===== src/rtl/lsa_pkg.sv =====
package lsa_pkg;

    // Two-phase request engine: idle accepts, busy finishes the row access.
    typedef enum logic {
        PH_IDLE = 1'b0,
        PH_BUSY = 1'b1
    } phase_e;

endpackage


===== src/rtl/lsa_row_store.sv =====
module lsa_row_store #(
    parameter int ROW_W = 64,
    parameter int DEPTH = 16,
    localparam int IDX_W = $clog2(DEPTH)
) (
    input  logic             clk,
    input  logic             rst_n,
    input  logic             rd_en,
    input  logic [IDX_W-1:0] rd_idx,
    output logic [ROW_W-1:0] rd_data,
    input  logic             wr_en,
    input  logic [IDX_W-1:0] wr_idx,
    input  logic [ROW_W-1:0] wr_data
);
    logic [ROW_W-1:0] rows [DEPTH];
    logic [DEPTH-1:0] written_q;
    logic [ROW_W-1:0] rd_q;

    // Row contents carry no reset; the written flags make fresh rows read zero.
    always_ff @(posedge clk) begin
        if (wr_en) rows[wr_idx] <= wr_data;
    end

    always_ff @(posedge clk) begin
        if (!rst_n) begin
            written_q <= '0;
            rd_q      <= '0;
        end else begin
            if (wr_en) written_q[wr_idx] <= 1'b1;
            if (rd_en) rd_q <= written_q[rd_idx] ? rows[rd_idx] : '0;
        end
    end

    assign rd_data = rd_q;

endmodule


===== src/rtl/lsa_lane_order.sv =====
module lsa_lane_order #(
    parameter int ROW_BYTES = 8,
    localparam int OFF_W = $clog2(ROW_BYTES),
    localparam int SIZES = OFF_W + 1,
    localparam int SZ_W  = $clog2(SIZES),
    localparam int ROW_W = 8 * ROW_BYTES
) (
    input  logic [ROW_W-1:0] din,
    input  logic [SZ_W-1:0]  size,
    input  logic             swap,
    output logic [ROW_W-1:0] dout
);
    // Per size: low lanes kept as they are, or mirrored; upper lanes cleared.
    logic [SIZES-1:0][ROW_W-1:0] kept;
    logic [SIZES-1:0][ROW_W-1:0] mirrored;

    for (genvar s = 0; s < SIZES; s++) begin : g_size
        localparam int NB = 1 << s;
        for (genvar b = 0; b < ROW_BYTES; b++) begin : g_lane
            if (b < NB) begin : g_in
                assign kept[s][b*8 +: 8]     = din[b*8 +: 8];
                assign mirrored[s][b*8 +: 8] = din[(NB-1-b)*8 +: 8];
            end else begin : g_out
                assign kept[s][b*8 +: 8]     = 8'h00;
                assign mirrored[s][b*8 +: 8] = 8'h00;
            end
        end
    end

    assign dout = swap ? mirrored[size] : kept[size];

endmodule


===== src/rtl/lsa_field_unit.sv =====
module lsa_field_unit #(
    parameter int ROW_BYTES = 8,
    localparam int OFF_W = $clog2(ROW_BYTES),
    localparam int SIZES = OFF_W + 1,
    localparam int SZ_W  = $clog2(SIZES),
    localparam int ROW_W = 8 * ROW_BYTES
) (
    input  logic [ROW_W-1:0] row,
    input  logic [OFF_W-1:0] off,
    input  logic [SZ_W-1:0]  size,
    input  logic [ROW_W-1:0] ins,
    output logic [ROW_W-1:0] extracted,
    output logic [ROW_W-1:0] merged
);
    logic [SIZES-1:0][ROW_W-1:0] mask_tab;
    logic [OFF_W+2:0]            bit_sh;
    logic [ROW_W-1:0]            fmask;

    for (genvar s = 0; s < SIZES; s++) begin : g_mask
        if ((8 << s) >= ROW_W) begin : g_full
            assign mask_tab[s] = '1;
        end else begin : g_part
            assign mask_tab[s] = {{(ROW_W - (8 << s)){1'b0}}, {(8 << s){1'b1}}};
        end
    end

    assign bit_sh    = {off, 3'b000};
    assign fmask     = mask_tab[size];
    assign extracted = (row >> bit_sh) & fmask;
    assign merged    = (row & ~(fmask << bit_sh)) | ((ins & fmask) << bit_sh);

endmodule


===== src/rtl/lsu_subword_align.sv =====
module lsu_subword_align
    import lsa_pkg::*;
#(
    parameter int ROW_BYTES = 8,
    parameter int DEPTH     = 16,
    localparam int OFF_W  = $clog2(ROW_BYTES),
    localparam int IDX_W  = $clog2(DEPTH),
    localparam int ADDR_W = IDX_W + OFF_W,
    localparam int ROW_W  = 8 * ROW_BYTES,
    localparam int SZ_W   = $clog2(OFF_W + 1)
) (
    input  logic              clk,
    input  logic              rst_n,
    input  logic              req_valid,
    output logic              req_ready,
    input  logic              req_store,
    input  logic [ADDR_W-1:0] req_addr,
    input  logic [SZ_W-1:0]   req_size,
    input  logic              req_swap,
    input  logic [ROW_W-1:0]  req_wdata,
    output logic              rsp_valid,
    output logic [ROW_W-1:0]  rsp_data,
    output logic              misalign_err
);
    typedef struct packed {
        phase_e           ph;
        logic             st;
        logic             swp;
        logic [SZ_W-1:0]  sz;
        logic [OFF_W-1:0] off;
        logic [IDX_W-1:0] idx;
        logic [ROW_W-1:0] sval;
        logic             rv;
        logic [ROW_W-1:0] rdata;
        logic             err;
    } state_t;

    state_t s_d, s_q;

    logic [OFF_W-1:0] req_off;
    logic [IDX_W-1:0] req_idx;
    logic [OFF_W-1:0] size_lowmask;
    logic             aligned, full_sz, accept;

    logic             m_rd_en, m_wr_en;
    logic [IDX_W-1:0] m_rd_idx, m_wr_idx;
    logic [ROW_W-1:0] m_rd_data, m_wr_data;
    logic [ROW_W-1:0] st_lanes, ld_raw, ld_lanes, row_merged;

    assign req_off      = req_addr[OFF_W-1:0];
    assign req_idx      = req_addr[ADDR_W-1:OFF_W];
    assign size_lowmask = ~({OFF_W{1'b1}} << req_size);
    assign aligned      = (req_off & size_lowmask) == '0;
    assign full_sz      = (req_size == SZ_W'(OFF_W));
    assign accept       = req_valid && (s_q.ph == PH_IDLE);

    lsa_row_store #(.ROW_W(ROW_W), .DEPTH(DEPTH)) u_rows (
        .clk     (clk),
        .rst_n   (rst_n),
        .rd_en   (m_rd_en),
        .rd_idx  (m_rd_idx),
        .rd_data (m_rd_data),
        .wr_en   (m_wr_en),
        .wr_idx  (m_wr_idx),
        .wr_data (m_wr_data)
    );

    // Store lanes are put in order (and trimmed) as the request arrives.
    lsa_lane_order #(.ROW_BYTES(ROW_BYTES)) u_st_order (
        .din  (req_wdata),
        .size (req_size),
        .swap (req_swap),
        .dout (st_lanes)
    );

    lsa_field_unit #(.ROW_BYTES(ROW_BYTES)) u_field (
        .row       (m_rd_data),
        .off       (s_q.off),
        .size      (s_q.sz),
        .ins       (s_q.sval),
        .extracted (ld_raw),
        .merged    (row_merged)
    );

    // Load lanes are put in order after extraction.
    lsa_lane_order #(.ROW_BYTES(ROW_BYTES)) u_ld_order (
        .din  (ld_raw),
        .size (s_q.sz),
        .swap (s_q.swp),
        .dout (ld_lanes)
    );

    always_comb begin
        s_d       = s_q;
        s_d.rv    = 1'b0;
        s_d.err   = 1'b0;
        m_rd_en   = 1'b0;
        m_rd_idx  = req_idx;
        m_wr_en   = 1'b0;
        m_wr_idx  = req_idx;
        m_wr_data = st_lanes;

        if (accept) begin
            if (!aligned) begin
                s_d.err = 1'b1;
            end else if (req_store && full_sz) begin
                m_wr_en = 1'b1;
            end else begin
                m_rd_en  = 1'b1;
                s_d.ph   = PH_BUSY;
                s_d.st   = req_store;
                s_d.swp  = req_swap;
                s_d.sz   = req_size;
                s_d.off  = req_off;
                s_d.idx  = req_idx;
                s_d.sval = st_lanes;
            end
        end

        if (s_q.ph == PH_BUSY) begin
            s_d.ph = PH_IDLE;
            if (s_q.st) begin
                m_wr_en   = 1'b1;
                m_wr_idx  = s_q.idx;
                m_wr_data = row_merged;
            end else begin
                s_d.rv    = 1'b1;
                s_d.rdata = ld_lanes;
            end
        end
    end

    always_ff @(posedge clk) begin
        if (!rst_n) begin
            s_q <= '{ph: PH_IDLE, default: '0};
        end else begin
            s_q <= s_d;
        end
    end

    assign req_ready    = (s_q.ph == PH_IDLE);
    assign rsp_valid    = s_q.rv;
    assign rsp_data     = s_q.rdata;
    assign misalign_err = s_q.err;

endmodule


===== config.mk =====
export PLATFORM = sky130hd
export DESIGN_NAME = lsu_subword_align
export DESIGN_NICKNAME = d
export VERILOG_FILES = /design/src/rtl/lsa_pkg.sv /design/src/rtl/lsa_row_store.sv /design/src/rtl/lsa_lane_order.sv /design/src/rtl/lsa_field_unit.sv /design/src/rtl/lsu_subword_align.sv
export SDC_FILE = /design/constraint.sdc
export NUM_CORES = 2
export LEC_CHECK = 0
export BUFFER_PORTS_ARGS = -buffer_cell sky130_fd_sc_hd__buf_2
export CAP_MARGIN = 20
export CORE_MARGIN = 1
export CORE_UTILIZATION = 58
export CTS_BUF_LIST = sky130_fd_sc_hd__clkbuf_4 sky130_fd_sc_hd__clkbuf_8
export DETAILED_ROUTE_END_ITERATION = 7
export PLACE_DENSITY = 0.86
export SETUP_SLACK_MARGIN = 0.05
export SLEW_MARGIN = 10
export SYNTH_ARGS = -nofsm -noshare
export SYNTH_HDL_FRONTEND = slang
export SYNTH_HIERARCHICAL = 1
export SYNTH_SLANG_ARGS = --single-unit

===== constraint.sdc =====
create_clock -name clk -period 7.8 [get_ports clk]
set_input_delay 1.56 -clock clk [delete_from_list [all_inputs] [get_ports clk]]
set_output_delay 1.56 -clock clk [all_outputs]
set_load 0.02 [all_outputs]

### After elaboration in Yosys (flattened, before gate mapping)

Memories as Yosys holds them, arrays and structs flattened.
Cells that the tools add are included.

| word-level totals | value |
|---|---|
| register bits after elaboration | 222 |
| memory bits (writable) | 1024 |
| memories kept | 1 |
| logic and storage cells | 77 |
| latch bits | 0 |
| output and inout port bits | 67 |
| input port bits | 78 |
| ROM bits | 0 |

Memories:

| memory | depth | width | rd ports | clocked after memory_dff | write ports | line | source |
|---|---|---|---|---|---|---|---|
| u_rows.rows | 16 | 64 | 1 | 0 | 1 | lsa_row_store.sv:15 | `logic [ROW_W-1:0] rows [DEPTH];` |

| cells by class | value |
|---|---|
| bitwise operators | 12 |
| muxes and demuxes | 33 |
| div/mod/pow operators | 0 |
| multiply operators | 0 |
| shift-type cells | 4 |
| $lt $le $gt $ge | 5 |
| reductions and logical operators | 9 |
| eq/ne operators | 1 |
| add/subtract/negate cells | 0 |

Operator list:

| cell | number |
|---|---|
| binary-select mux 64 bit (select 2 bit) | 5 |
| two-way mux 64 bit | 10 |
| AND 64 bit | 3 |
| << shifter 64 x 6 -> 64 bit | 2 |
| two-way mux 65 bit | 1 |
| NOT 64 bit | 1 |
| bitwise OR 64 bit | 1 |
| right shift 64 x 6 -> 64 bit | 1 |
| bitwise OR 16 bit | 1 |
| two-way mux 1 bit | 13 |
| < comparator 4 x 5 -> 1 bit, second input constant | 2 |
| two-way mux 4 bit | 2 |
| < comparator 2 x 3 -> 1 bit, second input constant | 2 |
| AND reduction 2 bit | 3 |
| binary-select mux 1 bit (select 4 bit) | 1 |
| demux 1 bit (select 4 bit) | 1 |
| >= comparator 4 x 1 -> 1 bit, second input constant | 1 |
| NOT 1 bit | 4 |
| AND 3 bit | 1 |
| logical AND 1 bit | 3 |
| zero test 3 bit | 1 |
| NOT 3 bit | 1 |
| AND reduction 3 bit | 1 |
| << shifter 3 x 2 -> 3 bit, first input constant | 1 |
| other kinds (2) | 2 |

### Longest topological paths before layout

| logic depth | value |
|---|---|
| word-level depth | 10 |
| depth in mapped cells | 12 |
| depth with buffers taken out | 9 |

### Hierarchy

The synthesis kept the hierarchy.

By module, submodules not included:

| module | cells an instance | sequential area each (sq um) | times used | area each (sq um) |
|---|---|---|---|---|
| lsa_row_store | 1916 | 32351.0 | 1 | 41416.0 |
| lsu_subword_align | 762 | 2842.7 | 1 | 6781.5 |
| lsa_field_unit | 560 | 0.0 | 1 | 4301.6 |
| lsa_lane_order | 222 | 0.0 | 2 | 1631.6 |

### Worst setup path before layout

Ideal clock, no wire load.

| path | value |
|---|---|
| path kind | input-to-reg |
| start | input req_size[0] |
| end | memory u_rows.rows[0][0] (enable) |
| slack | 0.168 ns |
| data required time | 7.233 ns |
| cell stages on the path | 5 |
| buffers on the path | 0 |
| setup time | 0.567 ns |
| arrival time | 7.065 ns |
| cells stage by stage | a21oi_1 > o211ai_2 > o21ai_0 > or3b_2 > nor3_1 |

| on the way | value |
|---|---|
| longest elaborated chain between the ends | 10 |
| elaborated cells between the ends (all ways) | 13 |
| classes of those cells | 1 x eq/ne; 1 x shift; 7 x mux; 2 x bitwise; 2 x reduce/logical |

RTL lines:

| what | line | source |
|---|---|---|
| from (decl) | lsu_subword_align.sv:18 | `input logic [SZ_W-1:0] req_size,` |
| << shifter 3 x 2 -> 3 bit | lsu_subword_align.sv:52 | `assign size_lowmask = ~({OFF_W{1'b1}} << req_size);` |
| NOT 3 bit | lsu_subword_align.sv:52 |  |
| AND 3 bit | lsu_subword_align.sv:53 | `assign aligned = (req_off & size_lowmask) == '0;` |
| zero test 3 bit | lsu_subword_align.sv:53 |  |
| two-way mux 1 bit * | lsu_subword_align.sv:104 | `if (!aligned) begin` |
| two-way mux 1 bit * | lsu_subword_align.sv:103 | `if (accept) begin` |
| two-way mux 1 bit | lsu_subword_align.sv:122 | `if (s_q.st) begin` |
| two-way mux 1 bit * | lsu_subword_align.sv:120 | `if (s_q.ph == PH_BUSY) begin` |
| net m_wr_en | lsu_subword_align.sv:45 | `logic m_rd_en, m_wr_en;` |
| two-way mux 1 bit * | lsa_row_store.sv:21 | `if (wr_en) rows[wr_idx] <= wr_data;` |
| two-way mux 1 bit (implied by the code) * | lsa_row_store.sv:21 |  |
| to (decl) | lsa_row_store.sv:15 |  |

Mark *: on every way through the listed nets, which the timed path passes. The rest lies on a longest branch.

### Worst setup path after layout

| path | value |
|---|---|
| start | input req_size[1] |
| end | memory u_rows.rows[10][33] (enable) |

Same word-level chain as after synthesis.

==> results.toml <==
[power_and_ir_drop]
p_comb_share_pct = 7.3
clockPowerShare_pct = 39.4
seqPwrFrac_pct = 53.3
power_switching_mw = 3.30
leakagePower_nw = 19.5
power_density_nw_per_um2 = 225
p_int_mw = 10.4
switching_share_pct = 24.1
peakVddDrop_v = 0.000177

[timing]
hold_viol_final = 0
tightest_slew_ns = 1.19
period_minus_slack_ns = 4.31
slew_headroom_pct = 20.6
drv_slew = 0
fmax_ghz = 0.232
tns_ns = 0
fin_skew_ns = 0.0687
rsz0062_at_grt = "false"
setup-violations-final = 0
finalCritPeriodShare_pct = 55.2

[synthesis]
synth_ff_type = "edfxtp_1"
synth_seq_area_share_pct = 63.1
synth_top_cell_by_area = "edfxtp_1"
syn_nets = 3760
synth_seq_cells = 1246
ys.warnings.count = 6
synth-edff-count = 1024
synthSimpleGateAreaFrac_pct = 6.11
synth_cell_type_count = 62
synth_top_family_by_area = "multiplexers"
synthAdderAreaFrac_pct = 0
yosys-mux-area-fraction_pct = 18.2
async_flop_share_pct = 0
synth_compound_area_share_pct = 8.76
netlist_area_um2 = 55800
syn_area_per_cell_um2 = 15.1
synth_area_leaders = "edfxtp_1, mux4_2, dfxtp_1"
yosysTopAreaCellShare_pct = 55.1
synth-xor-area-share_pct = 0
syn_inst = 3682

[setup_path]
path_class = "input port to flip-flop"
crit_start = "req_size[1]"
cp-end-kind = "flip-flop"
path_max_fanout = 46
reg2regPathDepth = 10
worstPathRequired_ns = 8.32
r2r_start = "s_q[135]"
crit_arrival_ns = 4.82
reg2reg_to = "rsp_data[10]"
setup.worst_path.start_class = "input port"
endpoint = "u_rows/rows[10][33]"
r2r_setup_slack_ns = 3.95

[min_path]
hold_class = "flip-flop to flip-flop"
min_from = "rsp_data[59]"

[detailed_routing]
remaining_drc_errors = 0
wl_per_cell_um = 31.1
route.vias.total = 35400
drt_pass1_iterations = 8
drt-total-wl_mm = 161
via_per_inst = 6.85
drt_iter0_markers = 5799
ant_nets = 0

[clocking]
post_cts_buffers = 0
tritoncts = "built"
cts_hold_buf = 0
clk_pin_slew_ns = 0.06
worstSkewPairLatency_ns = 0.91
post_cts_resized = 0
cts-root-buf = "clkbuf_8"
numCtsBuffers = 185
clock_path_buffers = 3
h-tree-depth = 4
cts.sinks = 1246

[place]
port_buffers = 144
place_inst = 4807
gp_congestion = 1.08
place_hpwl_mm = 104

[grt]
antenna_found_initial = 23
grtUsageTotal_pct = 32.8
grt_pass1_wl_mm = 231
gr-total-overflow = 0
grt_pass1_vias = 33800
grt_max_degree = 141

[finish]
drive_gt1_share_pct = 25.2
num-fill-cells = 6327
final_common_cell = "edfxtp_1"
nets = 3812
final_cell_mix = "edfxtp_1, nand2_1, mux4_2, mux2i_1, dfxtp_1"
stdcell_count = 5166
syn_to_final_growth_pct = 8.90

[floorplanning]
die_width_um = 312
coreArea_um2 = 95200
io_pins = 145
core.rowCount = 113
dieArea_um2 = 97400
die_h_um = 312
initial_utilization_pct = 58.6

[outcome]
outcome = "finished, final reports clean"

[flow_run]
max-cap-violations = 0
-- worst min-delay path by stage --
| stage | to | depth (start not counted) |
|---|---|---|
| after floorplan | s_q[124] | 2 |
| after global placement | u_rows/written_q[0] | 1 |
| after detailed placement | rsp_data[59] | 2 |
| after CTS | rsp_data[59] | 2 |
| after global routing | rsp_data[55] | 2 |
| final | rsp_data[59] | 2 |
-- logic make-up (layout without fill, tap and decap cells) --
family | Yosys count | in the layout
compound gates | 676 | 676
buf+inv | 365 | 569
flops | 1246 | 1246
mux | 628 | 628
other cells | 0 | 15
simple gates | 767 | 767
-- stage by stage --
stage	hold WS [ns]	util, %	area, um^2	power, mW	setup WS, ns
global placement	0.440	59.6	56800	8.37	2.03
floorplan	0.432	-	55800	8.07	0.168
finish	0.451	63.8	60700	13.7	3.49
CTS	0.454	63.7	60600	13.7	2.83
detailed placement	0.445	59.7	56800	8.39	2.03
global route	0.468	63.8	60700	14.0	3.35
-- critical path: stages --
cell,delay (ns)
buf_2,0.68
nand3_1,0.24
o21ai_0,0.22
clkbuf_4,0.26
nand3b_1,0.34
nor2_4,1.01
buf_4,0.50
-- power by group through the flow --
stage	Combinational [mW]	Sequential (mW)	Clock (mW)
floorplan	0.663	7.40	0
global placement	0.938	7.43	0
detailed placement	0.962	7.43	0
CTS	0.968	7.29	5.43
global route	1.04	7.29	5.70
finish	1.00	7.29	5.39
-- registers in the layout, summed over array words and instances (netlist names) --
name / count
u_rows/rd_data: 64
rsp_valid: 1
misalign_err: 1
rsp_data: 64
u_rows/written_q: 16
s_q: 76
u_rows/rows: 1024
-- metal layers --
metal	up-vias	wire length (um)	track usage (%)
met3	509	22600	11.0
li1	14400	-	-
met4	18	8550	16.2
met1	17500	56500	43.2
met2	2942	72700	49.0
met5	-	156	0.822
-- cell usage after synthesis, types with 8 or more instances --
cell	number
mux2i_1	216
o21ai_1	19
a211oi_1	9
o211ai_1	17
nand2b_1	102
dfxtp_1	222
nand2_1	410
buf_4	84
a2bb2oi_1	8
o221ai_1	25
o21ai_0	108
buf_1	13
o22ai_1	11
nor2b_1	50
a22oi_1	147
a22o_1	17
buf_2	84
inv_1	21
a21boi_0	91
mux2_1	8
o211a_1	16
a21oi_1	71
a221oi_1	8
a222oi_1	12
a2bb2oi_2	8
a31o_2	8
mux2_2	98
o21a_1	27
mux2_4	16
nor2_1	148
o22ai_2	8
and2_1	24
nand3_1	10
a21boi_1	37
o2bb2ai_1	10
mux4_2	287
buf_6	34
clkbuf_1	118
edfxtp_1	1024
-- cell type report --
| type | instances | area, um^2 | area share (%) |
|---|---|---|---|
| clock inverter | 75 | 546 | 0.898 |
| tap | 1265 | 1580 | 2.61 |
| multi-input combinational | 2071 | 18600 | 30.6 |
| antenna | 15 | 37.5 | 0.0618 |
| clock buffer | 264 | 3220 | 5.30 |
| sequential | 1246 | 35200 | 58.0 |
| inverter | 21 | 78.8 | 0.130 |
| timing repair buffer | 209 | 1440 | 2.37 |
(Power assumes the default switching activity.)
